File: src/rtl/ssc_pkg.sv
`timescale 1ns/1ps
package ssc_pkg;
   typedef enum logic [1:0] {
      ST_IDLE = 2'd0,
      ST_RST  = 2'd1,
      ST_SIG  = 2'd2,
      ST_RDO  = 2'd3
   } seq_e;
endpackage

File: src/rtl/ssc_sequencer.sv
`timescale 1ns/1ps
module ssc_sequencer #(
   parameter int HI_BITS  = 14,
   parameter int LO_BITS  = 10,
   parameter int RST_CLKS = 32,
   parameter int WORDS    = 8
) (
   input  logic clk,
   input  logic rst_n,
   input  logic frame_start,
   input  logic hi_res,
   output ssc_pkg::seq_e state,
   output logic mode_q,
   output logic frame_go,
   output logic ph_end,
   output logic [((WORDS > 1) ? $clog2(WORDS) : 1)-1:0] wsel,
   output logic [$clog2(HI_BITS+1)-1:0] bpos
);
   import ssc_pkg::*;

   localparam int CW  = HI_BITS;
   localparam int WSW = (WORDS > 1) ? $clog2(WORDS) : 1;
   localparam int BPW = $clog2(HI_BITS+1);
   localparam logic [CW-1:0]  RST_LAST = CW'(RST_CLKS - 1);
   localparam logic [CW-1:0]  HI_LAST  = CW'((2**(HI_BITS-1)) - 1);
   localparam logic [CW-1:0]  LO_LAST  = CW'((2**(LO_BITS-1)) - 1);
   localparam logic [WSW-1:0] W_LAST   = WSW'(WORDS - 1);

   seq_e           state_q;
   logic [CW-1:0]  cnt_q;
   logic [WSW-1:0] wsel_q;
   logic [BPW-1:0] bsel_q;
   logic [BPW-1:0] bits_now;
   logic [CW-1:0]  sig_last;

   assign bits_now = mode_q ? BPW'(HI_BITS) : BPW'(LO_BITS);
   assign sig_last = mode_q ? HI_LAST : LO_LAST;
   assign frame_go = (state_q == ST_IDLE) && frame_start;
   assign ph_end   = ((state_q == ST_RST) && (cnt_q == RST_LAST)) ||
                     ((state_q == ST_SIG) && (cnt_q == sig_last));

   always_ff @(posedge clk or negedge rst_n) begin
      if (!rst_n) begin
         state_q <= ST_IDLE;
         cnt_q   <= '0;
         wsel_q  <= '0;
         bsel_q  <= '0;
         mode_q  <= 1'b1;
      end else begin
         case (state_q)
            ST_IDLE: begin
               if (frame_start) begin
                  state_q <= ST_RST;
                  cnt_q   <= '0;
                  mode_q  <= hi_res;
               end
            end
            ST_RST: begin
               if (ph_end) begin
                  state_q <= ST_SIG;
                  cnt_q   <= '0;
               end else begin
                  cnt_q <= cnt_q + 1'b1;
               end
            end
            ST_SIG: begin
               if (ph_end) begin
                  state_q <= ST_RDO;
                  wsel_q  <= '0;
                  bsel_q  <= '0;
               end else begin
                  cnt_q <= cnt_q + 1'b1;
               end
            end
            default: begin
               if (bsel_q == bits_now - 1'b1) begin
                  bsel_q <= '0;
                  if (wsel_q == W_LAST) begin
                     state_q <= ST_IDLE;
                  end else begin
                     wsel_q <= wsel_q + 1'b1;
                  end
               end else begin
                  bsel_q <= bsel_q + 1'b1;
               end
            end
         endcase
      end
   end

   assign state = state_q;
   assign wsel  = wsel_q;
   assign bpos  = bits_now - 1'b1 - bsel_q;
endmodule

File: src/rtl/ssc_column.sv
`timescale 1ns/1ps
module ssc_column #(
   parameter int HI_BITS = 14,
   parameter int LO_BITS = 10,
   parameter int AW      = HI_BITS + 2
) (
   input  logic clk,
   input  logic rst_n,
   input  logic comp,
   input  logic clear,
   input  logic count_en,
   input  logic count_up,
   input  logic ph_end,
   input  logic mode,
   output logic [HI_BITS-1:0] result
);
   localparam logic [AW-1:0] FS_HI = AW'((2**HI_BITS) - 1);
   localparam logic [AW-1:0] FS_LO = AW'((2**LO_BITS) - 1);

   logic                 cmp_mid;
   logic                 halted_q;
   logic signed [AW-1:0] acc_q;
   logic signed [AW-1:0] acc_nx;
   logic signed [AW-1:0] fs_s;
   logic [1:0]           step;
   logic [AW-1:0]        step_w;
   logic                 stop_now;
   logic                 latch;

   // falling-edge sample: decides whether the first half of a cycle counted
   always_ff @(negedge clk or negedge rst_n) begin
      if (!rst_n) cmp_mid <= 1'b0;
      else        cmp_mid <= comp;
   end

   always_comb begin
      if (halted_q || cmp_mid) step = 2'd0;
      else if (comp)           step = 2'd1;
      else                     step = 2'd2;
   end

   assign step_w   = AW'(step);
   assign acc_nx   = count_up ? acc_q + $signed(step_w) : acc_q - $signed(step_w);
   assign stop_now = halted_q | cmp_mid | comp;
   assign fs_s     = mode ? $signed(FS_HI) : $signed(FS_LO);
   assign latch    = count_en && count_up && ph_end;

   always_ff @(posedge clk or negedge rst_n) begin
      if (!rst_n) begin
         acc_q    <= '0;
         halted_q <= 1'b0;
         result   <= '0;
      end else if (clear) begin
         acc_q    <= '0;
         halted_q <= 1'b0;
      end else if (count_en) begin
         acc_q    <= acc_nx;
         halted_q <= ph_end ? 1'b0 : stop_now;
         if (latch) begin
            if (!stop_now)         result <= fs_s[HI_BITS-1:0];
            else if (acc_nx < 0)    result <= '0;
            else if (acc_nx > fs_s) result <= fs_s[HI_BITS-1:0];
            else                    result <= acc_nx[HI_BITS-1:0];
         end
      end
   end
endmodule

File: src/rtl/ssc_group_mux.sv
`timescale 1ns/1ps
module ssc_group_mux #(
   parameter int WORDS   = 8,
   parameter int HI_BITS = 14
) (
   input  logic [WORDS*HI_BITS-1:0] words,
   input  logic [((WORDS > 1) ? $clog2(WORDS) : 1)-1:0] wsel,
   input  logic [$clog2(HI_BITS+1)-1:0] bpos,
   input  logic en,
   output logic ser
);
   logic [HI_BITS-1:0] word_sel;

   always_comb begin
      word_sel = words[wsel*HI_BITS +: HI_BITS];
      ser      = en & word_sel[bpos];
   end
endmodule

File: src/rtl/ssc_column_array.sv
`timescale 1ns/1ps
module ssc_column_array #(
   parameter int N_COLS     = 16,
   parameter int GROUP_SIZE = 8,
   parameter int HI_BITS    = 14,
   parameter int LO_BITS    = 10,
   parameter int RST_CLKS   = 32
) (
   input  logic                         clk,
   input  logic                         rst_n,
   input  logic                         frame_start,
   input  logic                         hi_res,
   input  logic [N_COLS-1:0]            comp,
   output logic [1:0]                   seq_state,
   output logic [N_COLS/GROUP_SIZE-1:0] ser_out,
   output logic                         ser_valid,
   output logic                         word_start
);
   import ssc_pkg::*;

   localparam int N_GROUPS = N_COLS / GROUP_SIZE;
   localparam int AW       = HI_BITS + 2;
   localparam int WSW      = (GROUP_SIZE > 1) ? $clog2(GROUP_SIZE) : 1;
   localparam int BPW      = $clog2(HI_BITS+1);

   if (N_COLS % GROUP_SIZE != 0) begin : g_bad_group
      $error("N_COLS must be a multiple of GROUP_SIZE");
   end
   if (LO_BITS >= HI_BITS || LO_BITS < 2) begin : g_bad_res
      $error("LO_BITS must lie between 2 and HI_BITS-1");
   end
   if (RST_CLKS < 1 || 2*RST_CLKS >= 2**HI_BITS) begin : g_bad_rst
      $error("RST_CLKS out of range for the counter width");
   end

   seq_e                     state;
   logic                     mode_q;
   logic                     frame_go;
   logic                     ph_end;
   logic [WSW-1:0]           wsel;
   logic [BPW-1:0]           bpos;
   logic                     count_en;
   logic                     count_up;
   logic                     rdo_on;
   logic [N_COLS*HI_BITS-1:0] res_flat;

   ssc_sequencer #(
      .HI_BITS(HI_BITS), .LO_BITS(LO_BITS),
      .RST_CLKS(RST_CLKS), .WORDS(GROUP_SIZE)
   ) u_seq (
      .clk(clk), .rst_n(rst_n), .frame_start(frame_start), .hi_res(hi_res),
      .state(state), .mode_q(mode_q), .frame_go(frame_go), .ph_end(ph_end),
      .wsel(wsel), .bpos(bpos)
   );

   assign count_en = (state == ST_RST) || (state == ST_SIG);
   assign count_up = (state == ST_SIG);
   assign rdo_on   = (state == ST_RDO);

   for (genvar c = 0; c < N_COLS; c++) begin : g_col
      ssc_column #(.HI_BITS(HI_BITS), .LO_BITS(LO_BITS), .AW(AW)) u_col (
         .clk(clk), .rst_n(rst_n), .comp(comp[c]), .clear(frame_go),
         .count_en(count_en), .count_up(count_up), .ph_end(ph_end),
         .mode(mode_q), .result(res_flat[c*HI_BITS +: HI_BITS])
      );
   end

   for (genvar g = 0; g < N_GROUPS; g++) begin : g_grp
      ssc_group_mux #(.WORDS(GROUP_SIZE), .HI_BITS(HI_BITS)) u_mux (
         .words(res_flat[g*GROUP_SIZE*HI_BITS +: GROUP_SIZE*HI_BITS]),
         .wsel(wsel), .bpos(bpos), .en(rdo_on), .ser(ser_out[g])
      );
   end

   assign seq_state  = state;
   assign ser_valid  = rdo_on;
   assign word_start = rdo_on && (bpos == BPW'(mode_q ? HI_BITS-1 : LO_BITS-1));
endmodule

File: config.mk
export PLATFORM = sky130hd
export DESIGN_NAME = ssc_column_array
export DESIGN_NICKNAME = d
export VERILOG_FILES = /design/src/rtl/ssc_pkg.sv /design/src/rtl/ssc_sequencer.sv /design/src/rtl/ssc_column.sv /design/src/rtl/ssc_group_mux.sv /design/src/rtl/ssc_column_array.sv
export SDC_FILE = /design/constraint.sdc
export NUM_CORES = 2
export LEC_CHECK = 0
export CELL_PAD_IN_SITES_DETAIL_PLACEMENT = 1
export CELL_PAD_IN_SITES_GLOBAL_PLACEMENT = 2
export CORE_MARGIN = 2
export CORE_UTILIZATION = 46
export CTS_BUF_LIST = sky130_fd_sc_hd__clkbuf_4
export DETAILED_ROUTE_END_ITERATION = 6
export GPL_TIMING_DRIVEN = 0
export PLACE_DENSITY = 0.93
export RECOVER_POWER = 50
export SYNTH_ARGS = -nofsm -noshare
export SYNTH_HDL_FRONTEND = slang
export SYNTH_SLANG_ARGS = --single-unit
File: constraint.sdc
create_clock -name clk -period 15.4 [get_ports clk]
set_input_delay 3.08 -clock clk [delete_from_list [all_inputs] [get_ports clk]]
set_output_delay 3.08 -clock clk [all_outputs]
set_load 0.01 [all_outputs]
==> results.sh <==
export IMPL_status="finished with violations"
export IMPL_violations="max-capacitance violations, max-slew violations"
export IMPL_grt_first_pass_wirelength_um=208100
export IMPL_synth_top_area_share=0.3506
export IMPL_r2r_setup_slack_ps=910
export IMPL_stdcell_area_um2=40950
export IMPL_endpoint_kind="flop"
export IMPL_avgSynthCellArea_um2=9.340
export IMPL_clk_latency_ps=1050
export IMPL_ioPinCount=26
export IMPL_die_area_um2=82810
export IMPL_power_frac_seq=0.199
export IMPL_grt_max_degree=115
export IMPL_relSlewSlack=-0.06743
export IMPL_ant_nets=0
export IMPL_rsz0062_at_grt="no"
export IMPL_worst_path_max_fanout=14
export IMPL_dp_hpwl_um=99760
export IMPL_viasPerCell=6.284
export IMPL_hold_violations=0
export IMPL_initial_core_util=0.4621
export IMPL_cts_tree="built"
export IMPL_p_sw_mw=5.075
export IMPL_synth_edf_count=0
export IMPL_rows=104
export IMPL_crit_path_start_kind="flop"
export IMPL_drive_gt1_frac=0.1125
export IMPL_critPathRequiredTime_ps=16240
export IMPL_area_growth_synth_to_final_pct=10.55
export IMPL_crit_arrival_ps=15330
export IMPL_p_leak_nw=19.39
export IMPL_p_clk_frac=0.157
export IMPL_drt_iter0_drc=2433
export IMPL_worstSetupPathType="flop to flop"
export IMPL_dp_cells=5057
export IMPL_gp_congestion=0.9747
export IMPL_power_density_nw_per_um2=235.9
export IMPL_maxCapViolations=2
export IMPL_worstHoldPathCells=2
export IMPL_synthCells=3966
export IMPL_root_buffer="clkbuf_4"
export IMPL_p_int_mw=4.583
export IMPL_hp_start="g_col[12].u_col.acc_q[8]"
export IMPL_clockBufferDepth=3
export IMPL_peakVddDrop_mv=0.1083
export IMPL_h_tree_depth=4
export IMPL_synth_common_cells="dfrtp_1 (519), nand2_1 (381), ha_1 (332)"
export IMPL_drtPass1Iterations=5
export IMPL_share_comb_of_total_power=0.644
export IMPL_grt_pass1_vias=34735
export IMPL_tightest_slew_ps=1601
export IMPL_core_area_um2=80160
export IMPL_ys_top_cells_by_area="dfrtp_1 (35%), ha_1 (11%), mux4_2 (4.4%), o21ai_0 (4.4%), nand2_1 (3.9%)"
export IMPL_yosysWarnings=0
export IMPL_synth_seq_cells=536
export IMPL_ys_flop_type="dfrtp_1"
export IMPL_die_w_um=287.8
export IMPL_setup_viol=0
export IMPL_vias=33601
export IMPL_drv_slew=22
export IMPL_grt_usage=0.3277
export IMPL_reg2reg_depth=23
export IMPL_synthesis_nets=4335
export IMPL_avgRoutedWirePerCell_um=25.20
export IMPL_wl_um=134700
export IMPL_drcViolationCount=0
export IMPL_hold_slack_ps=489.1
export IMPL_fin_cells=5347
export IMPL_synth_seq_area_share=0.3621
export IMPL_yosys_area_top_type="dfrtp_1"
export IMPL_holdPathEnd="g_col[12].u_col.acc_q[8]"
export IMPL_numCtsBuffers=160
export IMPL_clock_sink_count=536
export IMPL_ctsHoldBuffers=0
export IMPL_yosysMostFrequentCell="dfrtp_1"
export IMPL_antenna_found_initial=3
export IMPL_timing_rr_start="g_col[8].u_col.cmp_mid"
export IMPL_port_buffers=25
export IMPL_nets=4528
export IMPL_synthDistinctLibCells=107
export IMPL_min_path_type="flop to flop"
export IMPL_cts_setup_buffers=0
export IMPL_netlist_area_um2=37040
export IMPL_timing_rr_end="g_col[8].u_col.result[9]"
export IMPL_fin_skew_ps=185.3
export IMPL_p_sw_frac=0.5255
export IMPL_grt_ovfl_total=0
export IMPL_async_reset_ff_frac=1.000
export IMPL_cts_resized_gates=0
export IMPL_die_h_um=287.8
export IMPL_place_area_um2=38790
export IMPL_cts_clk_slew_worst_paths_ps=60
-- layer usage --
metal | vias to the layer above | global-route usage | part of all wire
li1 | 15227 | - | -
met1 | 16920 | 0.4297 | 0.42
met2 | 1125 | 0.5117 | 0.45
met4 | 2 | 0.1666 | 0.051
met5 | - | 0 | 0.000074
met3 | 327 | 0.07029 | 0.074
-- cell families after synthesis --
kind of cell             synth area share
AO/OA/AOI/OAI                      0.2258
XOR/XNOR                          0.04699
adder cells (fa/ha/maj)            0.1213
buffers and inverters             0.03256
flip-flops                         0.3621
multiplexers                      0.05317
AND/OR/NAND/NOR                    0.1580
-- sequential cells by signal, indices dropped and copies added, names as in the netlist --
signal / count
g_col.u_col.cmp_mid: 16
u_seq.bsel_q: 4
g_col.u_col.acc_q: 256
u_seq.state: 2
u_seq.cnt_q: 14
g_col.u_col.halted_q: 16
u_seq.wsel: 3
g_col.u_col.result: 224
u_seq.mode_q: 1
-- cells in the final DEF (no fill, tap or decap), types with 27 or more instances in the layout --
master,Yosys,layout
o211ai_1,48,48
and3_1,36,36
nor2_1,325,325
or2_2,28,28
nand2_1,381,381
nor3_1,91,91
nand2b_1,35,35
nand3_1,94,94
dfrtp_1,519,519
o21ai_0,324,324
xor2_1,66,66
mux4_2,72,72
nand4_1,43,43
a22o_1,140,140
clkbuf_4,0,239
buf_2,28,27
inv_1,144,144
ha_1,332,332
a211oi_1,52,52
xnor2_1,129,129
clkbuf_1,117,118
a21oi_1,276,276
a21o_1,90,90
clkinv_1,0,38
a31oi_1,35,35
nor2b_1,42,42
-- power groups by stage --
| stage | registers (mW) | clock network, mW | logic (mW) |
|---|---|---|---|
| floorplan | 1.89 | 0 | 4.05 |
| global placement | 1.93 | 0 | 5.89 |
| detailed placement | 1.94 | 0 | 6.06 |
| CTS | 1.92 | 1.54 | 6.12 |
| global route | 1.96 | 1.61 | 6.75 |
| finish | 1.92 | 1.52 | 6.22 |
-- per-stage QoR --
step,worst slack (ps),util,TNS [ps],power (mW)
after floorplan,2245,-,0,5.933
after global placement,-20830,0.4818,-7422690,7.824
after detailed placement,798.2,0.4839,0,8.001
after CTS,865.5,0.5109,0,9.578
after global routing,374.2,0.5108,0,10.32
final,914.0,0.5108,0,9.659
-- worst max path at each step --
| stage | to | cells after the start | start |
|---|---|---|---|
| 3_3_place_gp | g_col[12].u_col.cmp_mid | 1 | rst_n |
| 6_report | g_col[8].u_col.result[9] | 23 | g_col[8].u_col.cmp_mid |
| 3_5_place_dp | g_col[8].u_col.result[7] | 23 | g_col[8].u_col.cmp_mid |
| 2_1_floorplan | g_col[8].u_col.result[10] | 22 | g_col[8].u_col.cmp_mid |
| 4_1_cts | g_col[8].u_col.result[9] | 23 | g_col[8].u_col.cmp_mid |
| 5_1_grt | g_col[9].u_col.result[5] | 22 | g_col[9].u_col.cmp_mid |
-- cell type report --
type | instances | area, um^2
inverters | 145 | 544.3
diodes | 3 | 7.507
clock inverters | 49 | 374.1
clock buffers | 238 | 1787
flip-flops and latches | 536 | 13410
plain buffers | 160 | 664.4
repair buffers | 31 | 409.1
fillers | 9372 | 39210
multi-input cells | 3125 | 22420
well taps | 1060 | 1326
-- critical path: stages (launching register included) --
cell and delay [ps]:
dfrtn_1 340, nor3_1 540, inv_1 200, ha_1 240, nor2_1 920, ha_1 400
buf_2 160, and2_1 160, a311o_1 360, a21oi_2 220, o31ai_2 140, a31o_2 290
a21o_1 170, a21oi_1 180, xor2_1 330, inv_1 80, ha_1 300, a21oi_1 290
nor2b_1 80, mux2_1 310, a211oi_2 330, and3_1 210, clkbuf_1 350, a211oi_1 150
(Power assumes the default switching activity.)
